File: config.mk
export PLATFORM = sky130hd
export DESIGN_NAME = pcm_tx_port
export DESIGN_NICKNAME = d
export VERILOG_FILES = /design/src/rtl/pcm_tx_pkg.sv /design/src/rtl/pcm_tx_edge.sv /design/src/rtl/pcm_tx_frame.sv /design/src/rtl/pcm_tx_shift.sv /design/src/rtl/pcm_tx_port.sv
export SDC_FILE = /design/constraint.sdc
export NUM_CORES = 1
export LEC_CHECK = 0
export CAP_MARGIN = 25
export CORE_MARGIN = 1.5
export CORE_UTILIZATION = 50
export CTS_BUF_LIST = sky130_fd_sc_hd__clkbuf_16
export DETAILED_ROUTE_END_ITERATION = 16
export GPL_ROUTABILITY_DRIVEN = 0
export PLACE_DENSITY = 0.75
export SLEW_MARGIN = 20
export SYNTH_ARGS = -nofsm -noshare
export SYNTH_HDL_FRONTEND = slang
export SYNTH_SLANG_ARGS = --single-unit
export TNS_END_PERCENT = 5
File: constraint.sdc
create_clock -name clk -period 3.79 [get_ports clk]
set_input_delay 0.5685 -clock clk [delete_from_list [all_inputs] [get_ports clk]]
set_output_delay 0.5685 -clock clk [all_outputs]
set_load 0.005 [all_outputs]
File: src/rtl/pcm_tx_pkg.sv
package pcm_tx_pkg;
  localparam int unsigned PCM_W = 8;

  typedef enum logic [1:0] {
    FMT_SIGNMAG = 2'b00,
    FMT_MU      = 2'b01,
    FMT_ALAW    = 2'b10,
    FMT_PLAIN   = 2'b11
  } fmt_e;

  localparam logic [PCM_W-1:0] MU_ZERO_SUB = 8'h02;
  localparam logic [PCM_W-1:0] ALAW_MASK   = 8'h55;

  // Line-format mapping applied when a word enters the shift register.
  function automatic logic [PCM_W-1:0] fmt_code(input logic [PCM_W-1:0] w,
                                                input fmt_e f);
    logic [PCM_W-1:0] r;
    unique case (f)
      FMT_MU:   r = (w == '0) ? MU_ZERO_SUB : w;
      FMT_ALAW: r = w ^ ALAW_MASK;
      default:  r = w;
    endcase
    return r;
  endfunction

  // One-place rotate toward the MSB; the MSB wraps into bit 0.
  function automatic logic [PCM_W-1:0] rot_left(input logic [PCM_W-1:0] w);
    return {w[PCM_W-2:0], w[PCM_W-1]};
  endfunction
endpackage

File: src/rtl/pcm_tx_edge.sv
// Rising-edge detection for a vector of sampled level signals.
module pcm_tx_edge #(
  parameter int unsigned N = 3
) (
  input  logic         clk,
  input  logic         rst_n,
  input  logic [N-1:0] lvl,
  output logic [N-1:0] rise
);
  logic [N-1:0] prev_q;

  always_ff @(posedge clk or negedge rst_n) begin
    if (!rst_n) prev_q <= '0;
    else        prev_q <= lvl;
  end

  for (genvar i = 0; i < N; i++) begin : g_rise
    assign rise[i] = lvl[i] & ~prev_q[i];
  end
endmodule

File: src/rtl/pcm_tx_frame.sv
// Arms on a frame-sync rise; the next enable rise fires the strobe event.
module pcm_tx_frame (
  input  logic clk,
  input  logic rst_n,
  input  logic fs_rise,
  input  logic en_rise,
  output logic strobe_evt,
  output logic armed,
  output logic tx_strobe
);
  logic armed_q;

  assign strobe_evt = en_rise & (armed_q | fs_rise);
  assign armed      = armed_q;

  always_ff @(posedge clk or negedge rst_n) begin
    if (!rst_n) begin
      armed_q   <= 1'b0;
      tx_strobe <= 1'b0;
    end else begin
      tx_strobe <= strobe_evt;
      if (strobe_evt)   armed_q <= 1'b0;
      else if (fs_rise) armed_q <= 1'b1;
    end
  end
endmodule

File: src/rtl/pcm_tx_shift.sv
// Rotating transmit register with a registered serial output bit.
module pcm_tx_shift #(
  parameter int unsigned W = 8
) (
  input  logic         clk,
  input  logic         rst_n,
  input  logic         load,
  input  logic [W-1:0] load_word,
  input  logic         adv,
  output logic [W-1:0] shreg,
  output logic         bit_q
);
  always_ff @(posedge clk or negedge rst_n) begin
    if (!rst_n) begin
      shreg <= '0;
      bit_q <= 1'b0;
    end else if (load && adv) begin
      bit_q <= load_word[W-1];
      shreg <= {load_word[W-2:0], load_word[W-1]};
    end else if (load) begin
      shreg <= load_word;
    end else if (adv) begin
      bit_q <= shreg[W-1];
      shreg <= {shreg[W-2:0], shreg[W-1]};
    end
  end
endmodule

File: src/rtl/pcm_tx_port.sv
module pcm_tx_port
  import pcm_tx_pkg::*;
(
  input  logic             clk,
  input  logic             rst_n,
  input  logic             tdc,
  input  logic             fs,
  input  logic             en,
  input  logic [PCM_W-1:0] pcm_word,
  input  logic             word_vld,
  input  logic [1:0]       fmt_sel,
  output logic             tx_data,
  output logic             tx_oe,
  output logic             tx_strobe
);
  localparam int unsigned N_EDGE = 3;
  localparam int unsigned E_FS   = 0;
  localparam int unsigned E_EN   = 1;
  localparam int unsigned E_GATE = 2;

  logic [N_EDGE-1:0] lvl, rise;
  logic              gated_clk;
  logic              en_rise, fs_rise, shift_adv;
  logic              strobe_evt, armed;
  logic [PCM_W-1:0]  hold_q, fmt_word, shreg;

  assign gated_clk    = en & tdc;
  assign lvl[E_FS]    = fs;
  assign lvl[E_EN]    = en;
  assign lvl[E_GATE]  = gated_clk;

  pcm_tx_edge #(.N(N_EDGE)) edge_i (
    .clk(clk), .rst_n(rst_n), .lvl(lvl), .rise(rise)
  );

  assign fs_rise   = rise[E_FS];
  assign en_rise   = rise[E_EN];
  assign shift_adv = rise[E_GATE];

  always_ff @(posedge clk or negedge rst_n) begin
    if (!rst_n)        hold_q <= '0;
    else if (word_vld) hold_q <= pcm_word;
  end

  assign fmt_word = fmt_code(hold_q, fmt_e'(fmt_sel));

  pcm_tx_frame frame_i (
    .clk(clk), .rst_n(rst_n), .fs_rise(fs_rise), .en_rise(en_rise),
    .strobe_evt(strobe_evt), .armed(armed), .tx_strobe(tx_strobe)
  );

  pcm_tx_shift #(.W(PCM_W)) shift_i (
    .clk(clk), .rst_n(rst_n), .load(strobe_evt), .load_word(fmt_word),
    .adv(shift_adv), .shreg(shreg), .bit_q(tx_data)
  );

  assign tx_oe = en;
endmodule

---- Yosys cells after proc, flatten, opt, wreduce, memory -nomap -nowiden ----
Cells that the tools add are included.
word-level totals
  output and inout bits ................... 3
  memories ................................ 0
  input bits .............................. 16
  ROM bits ................................ 0
  word-level logic and storage cells ...... 35
  memory bits (writable) .................. 0
  bits in registers ....................... 22
  bits in latches ......................... 0
cells by class
  div/mod/pow operators ................... 0
  reduce and logical (&&, ||, !) cells .... 6
  $lt $le $gt $ge ......................... 0
  shift operators ......................... 0
  equal/unequal tests ..................... 3
  bitwise gates (word level) .............. 10
  $add $sub $neg .......................... 0
  multiply operators ...................... 0
  multiplexer cells ....................... 10
operator list
  kind                  count
  $mux W8               4
  $pmux W8 S2           1
  $logic_not A8 Y1      1
  $and A1 B1 Y1         5
  $mux W1               5
  $not A4 Y4            1
  $reduce_bool A2 Y1    2
  $not A1 Y1            3
  $reduce_bool A3 Y1    1
  $eq A2 B1 Y1 const B  1
  $eq A2 B2 Y1 const B  1
  $ne A2 B1 Y1 const B  1
  $reduce_and A2 Y1     1
  $logic_and A1 B1 Y1   1
  $or A1 B1 Y1          1

---- Longest topological paths before layout ----
  depth in word-level cells ............... 7
  gate-level depth with buffers ........... 7

---- Cells and area by module ----
A second synthesis with hierarchy kept.
unflattened totals
  cells, all modules ...................... 72
  area, all modules ....................... 1069.8 um2
modules (own cells, without submodules)
  module        cells an instance  sequential area each (um2)  instances  area each (um2)
  pcm_tx_port   40                 200.2                       1          445.4
  pcm_tx_shift  22                 225.2                       1          440.4
  pcm_tx_edge   6                  75.1                        1          116.4
  pcm_tx_frame  4                  50.0                        1          67.6

---- Worst setup path before layout ----
No wires, ideal clock.
  path kind ............................... in2reg
  from .................................... in fmt_sel[0]
  to ...................................... reg shift_i.shreg[6]
  stages on the path ...................... 5
  arrival ................................. 1.681 ns
  setup slack ............................. 1.971 ns
  cells stage by stage .................... inv_1 ha_1 buf_6 o31a_1 mux4_2
between the ends
  word-level cells in the longest chain between the ends .. 4
  elaborated cells between the ends (all ways) .. 5
RTL lines
  what                                          RTL line            text
  start: declaration                            pcm_tx_port.sv:11   input logic [1:0] fmt_sel,
  $eq A2 B2 Y1 or $eq A2 B1 Y1 (tied branches)  pcm_tx_pkg.sv:18    unique case (f)
  $pmux W8 S2 *                                 pcm_tx_pkg.sv:18
  $mux W8                                       pcm_tx_shift.sv:20  end else if (load) begin
  $mux W8 *                                     pcm_tx_shift.sv:17  end else if (load && adv) begin
  end signal: assignment                        pcm_tx_shift.sv:19  shreg <= {load_word[W-2:0], load_word[W-1]};
  end signal: assignment                        pcm_tx_shift.sv:21  shreg <= load_word;
  end signal: assignment                        pcm_tx_shift.sv:24  shreg <= {shreg[W-2:0], shreg[W-1]};
  end: declaration                              pcm_tx_shift.sv:10  output logic [W-1:0] shreg,
Every way passes the cells marked *; elsewhere a longest branch is shown, timed or not.
A chain may end at the register's enable or synchronous reset.

---- Worst setup path after layout ----
  from .................................... in en
  to ...................................... out tx_oe
RTL lines
  what                RTL line           text
  start: declaration  pcm_tx_port.sv:8   input logic en,
  end: declaration    pcm_tx_port.sv:13  output logic tx_oe,
No word-level cell between the ends.

==> metrics.md <==
| Metric | Value |
|---|---|
| Footprint of the multi-input gates | 495 um2 |
| Row count | 16 |
| Fraction of layout cells with a size suffix above 1 | between 10% and 20% |
| Total track usage | between 10% and 20% |
| Synth Flop Type | dfrtp_1 |
| # setup viols final | 0 |
| Number of max-cap violations | 0 |
| Top cell type's share of synthesized area | slightly below 50% |
| R2R cell count | 3 |
| Nets | ~130 |
| Full die area | about 0.0025 mm2 |
| Hold slack | around 520 ps |
| Clock Latency Late Sink | ~250 ps |
| CTS buffer count | 3 |
| RSZ-0062 raised after global routing | false |
| HP Start | frame_i.armed |
| Vias in the first global route | 825 |
| HPWL Detailed | 1470 um |
| Worst-Margin Slew | ~750 ps |
| Max Buffers Root-to-Sink | 2 |
| GR Overflow Total | 0 |
| Hold_buf cts | 0 |
| CTS clock-pin slew for the worst setup and hold paths | 60 ps |
| First-pass GRT wire length | 3590 um |
| Crit path max-delay family | buffers and inverters |
| Hold Path Sink | frame_i.armed |
| Worst-path fanout max | 6 |
| Vias per cell | 5.59 |
| Post-synth EDFFs | 0 |
| CTS tree | yes |
| Seq cells post-synth | 22 |
| WS Path Type | input pin to output pin |
| Hold crit path type | flop to flop |
| Synthesized cell area | 0.00111 mm2 |
| Total power | about 650 uW |
| Max IR drop VDD | between 0.0002 and 0.0003 V |
| Reg2reg setup slack | about 2100 ps |
| Via Count | about 780 |
| Mean Syn Cell Area | about 12 um2 |
| # IOs | 19 |
| Input/output buffers | 18 |
| Routed wire length | around 2000 um |
| Starting DRT DRC Count | 15 |
| Postcts setup bufs | 0 |
| FF-to-FF End | shift_i.shreg[1] |
| CP Data Arrival Time | approximately 1700 ps |
| Most frequent CP cell | clkdlybuf4s50_1 |
| Synth area leaders | dfrtp_1, mux2_2, mux4_2, nand2_1, buf_6 |
| CP required | approximately 3200 ps |
| Post-synth ARST share | 100% |
| Gate Count Post-Synth | 96 |
| Final Hold Vio Count | 0 |
| Initial antenna violation count | 0 |
| Mapped Nets | roughly 110 |
| Worst Clk Skew | ~2.8 ps |
| Wire per inst | approximately 14 um |
| Crit start category | input pin |
| Worst path bufs/invs | 2 |
| Crit end category | output pin |
| Slew Limit Fails | 0 |
| Relative slew slack | 49.4% |
| Clk sinks | 22 |
| Synthesis-to-layout area growth | 23.2% |
| Tcrit/Tclk final | 60.2% |
| CP max-delay cell | clkdlybuf4s50_1 |
| Register area | 551 um2 |
| Post-layout min period | roughly 2300 ps |
| Final ANT Viol Nets | 0 |
| H-tree depth | 1 |
| Initial Utilization | a little over half |
| Die H | about 50 um |
| Hold path cells | 1 |
| P per Cell Area | approximately 470 mW/mm2 |
| Initial DRT Pass Iterations | 4 |
| Worst r2r src | frame_i.armed |
| CP max stage delay | between 500 and 600 ps |
| Synth cell count leaders | dfrtp_1, nand2_1, mux2_2 |
| Area leader, netlist | dfrtp_1 |
| Setup tns final | 0 ps |
| Count leader, synth | dfrtp_1 |
| Status | finished clean |
| Synth unique cells | 28 |
| Maximum number of pins on one net before global-route repair | 23 |
| Clk root buf | clkbuf_16 |
| Cell Chain, Critical Path | clkdlybuf4s50_1 -> clkdlybuf4s50_1 |
| PostCTS Resize Cnt | 0 |
| Inserted Diodes | 0 |
| Synth Warn # | 0 |
| Fmax | around 440 MHz |
| Register area share after synthesis | 49.5% |
| Pleak | ~0.57 nW |
| Core area | 0.00202 mm2 |
| Die W | 50.1 um |
| Fill cells | ~150 |
| Drt drc | 0 |
cell type report:
type / count / area share, %
well taps: 27 / 2.47
clock buffers: 3 / 5.48
repair buffers: 19 / 14.3
multi-input cells: 64 / 36.2
flip-flops and latches: 22 / 40.2
inverters: 4 / 1.10
clock inverters: 1 / 0.274
cell families (layout without fill, tap and decap cells):
kind of cell	Yosys count	count (layout)	share of synthesized area (%)
buffers and inverters	10	27	5.85
AOI/OAI and AO/OA	25	25	14.0
adders and majority gates	2	2	2.25
and+or+nand+nor	23	23	11.5
DFF	22	22	49.5
muxes	14	14	16.9
report_power, final:
| part | leakage [nW] | internal [mW] | total, mW | switching (mW) |
|---|---|---|---|---|
| clock | 0.0385 | 0.141 | 0.220 | 0.0790 |
| combinational | 0.266 | 0.0711 | 0.121 | 0.0502 |
| sequential | 0.264 | 0.278 | 0.305 | 0.0267 |
| total | 0.568 | 0.490 | 0.646 | 0.156 |
registers in the layout, summed over array words and instances, names as in the netlist:
signal,flops
shift_i.bit_q,1
shift_i.shreg,8
edge_i.prev_q,3
frame_i.armed,1
frame_i.tx_strobe,1
hold_q,8
how the worst max path moves through the flow:
stage / slack [ps] / cells after the start / endpoint / startpoint
global placement: 1410 / 5 / shift_i.shreg[6] / fmt_sel[0]
detailed placement: 1340 / 7 / shift_i.shreg[7] / fmt_sel[0]
floorplan: 1970 / 5 / shift_i.shreg[6] / fmt_sel[0]
CTS: 1510 / 2 / tx_oe / en
global route: 1410 / 7 / shift_i.shreg[7] / fmt_sel[0]
finish: 1510 / 2 / tx_oe / en
layout by cell type (no fill, tap or decap), drive strengths merged, types with 2 or more instances in the layout:
cell / netlist / routed
inv: 4 / 4
nand2: 9 / 9
mux4: 3 / 3
clkbuf: 1 / 3
dfrtp: 22 / 22
nor2: 5 / 5
a31oi: 5 / 5
nor4: 2 / 2
a21oi: 2 / 2
nor2b: 2 / 2
o21ai: 10 / 10
mux2i: 3 / 3
mux2: 8 / 8
ha: 2 / 2
a211oi: 4 / 4
o31ai: 2 / 2
clkdlybuf4s50: 0 / 18
per-stage QoR:
step           worst slack, ps  instances  instance area, um2  util [%]
6_report                  1510        140                1370      67.7
3_3_place_gp              1410        135                1270      63.1
5_1_grt                   1410        140                1370      67.7
2_1_floorplan             1970         96                1110         -
3_5_place_dp              1340        135                1270      63.1
4_1_cts                   1510        139                1350      67.0
layer usage:
layer,GRT usage (%),share of wire [%],vias to the layer above
met3,4.46,3.9,8
li1,-,-,379
met2,33.6,52,24
met5,0,0,-
met1,22.0,41,372
met4,12.0,3.7,0
No activity file was read; power rests on OpenSTA's default activity.
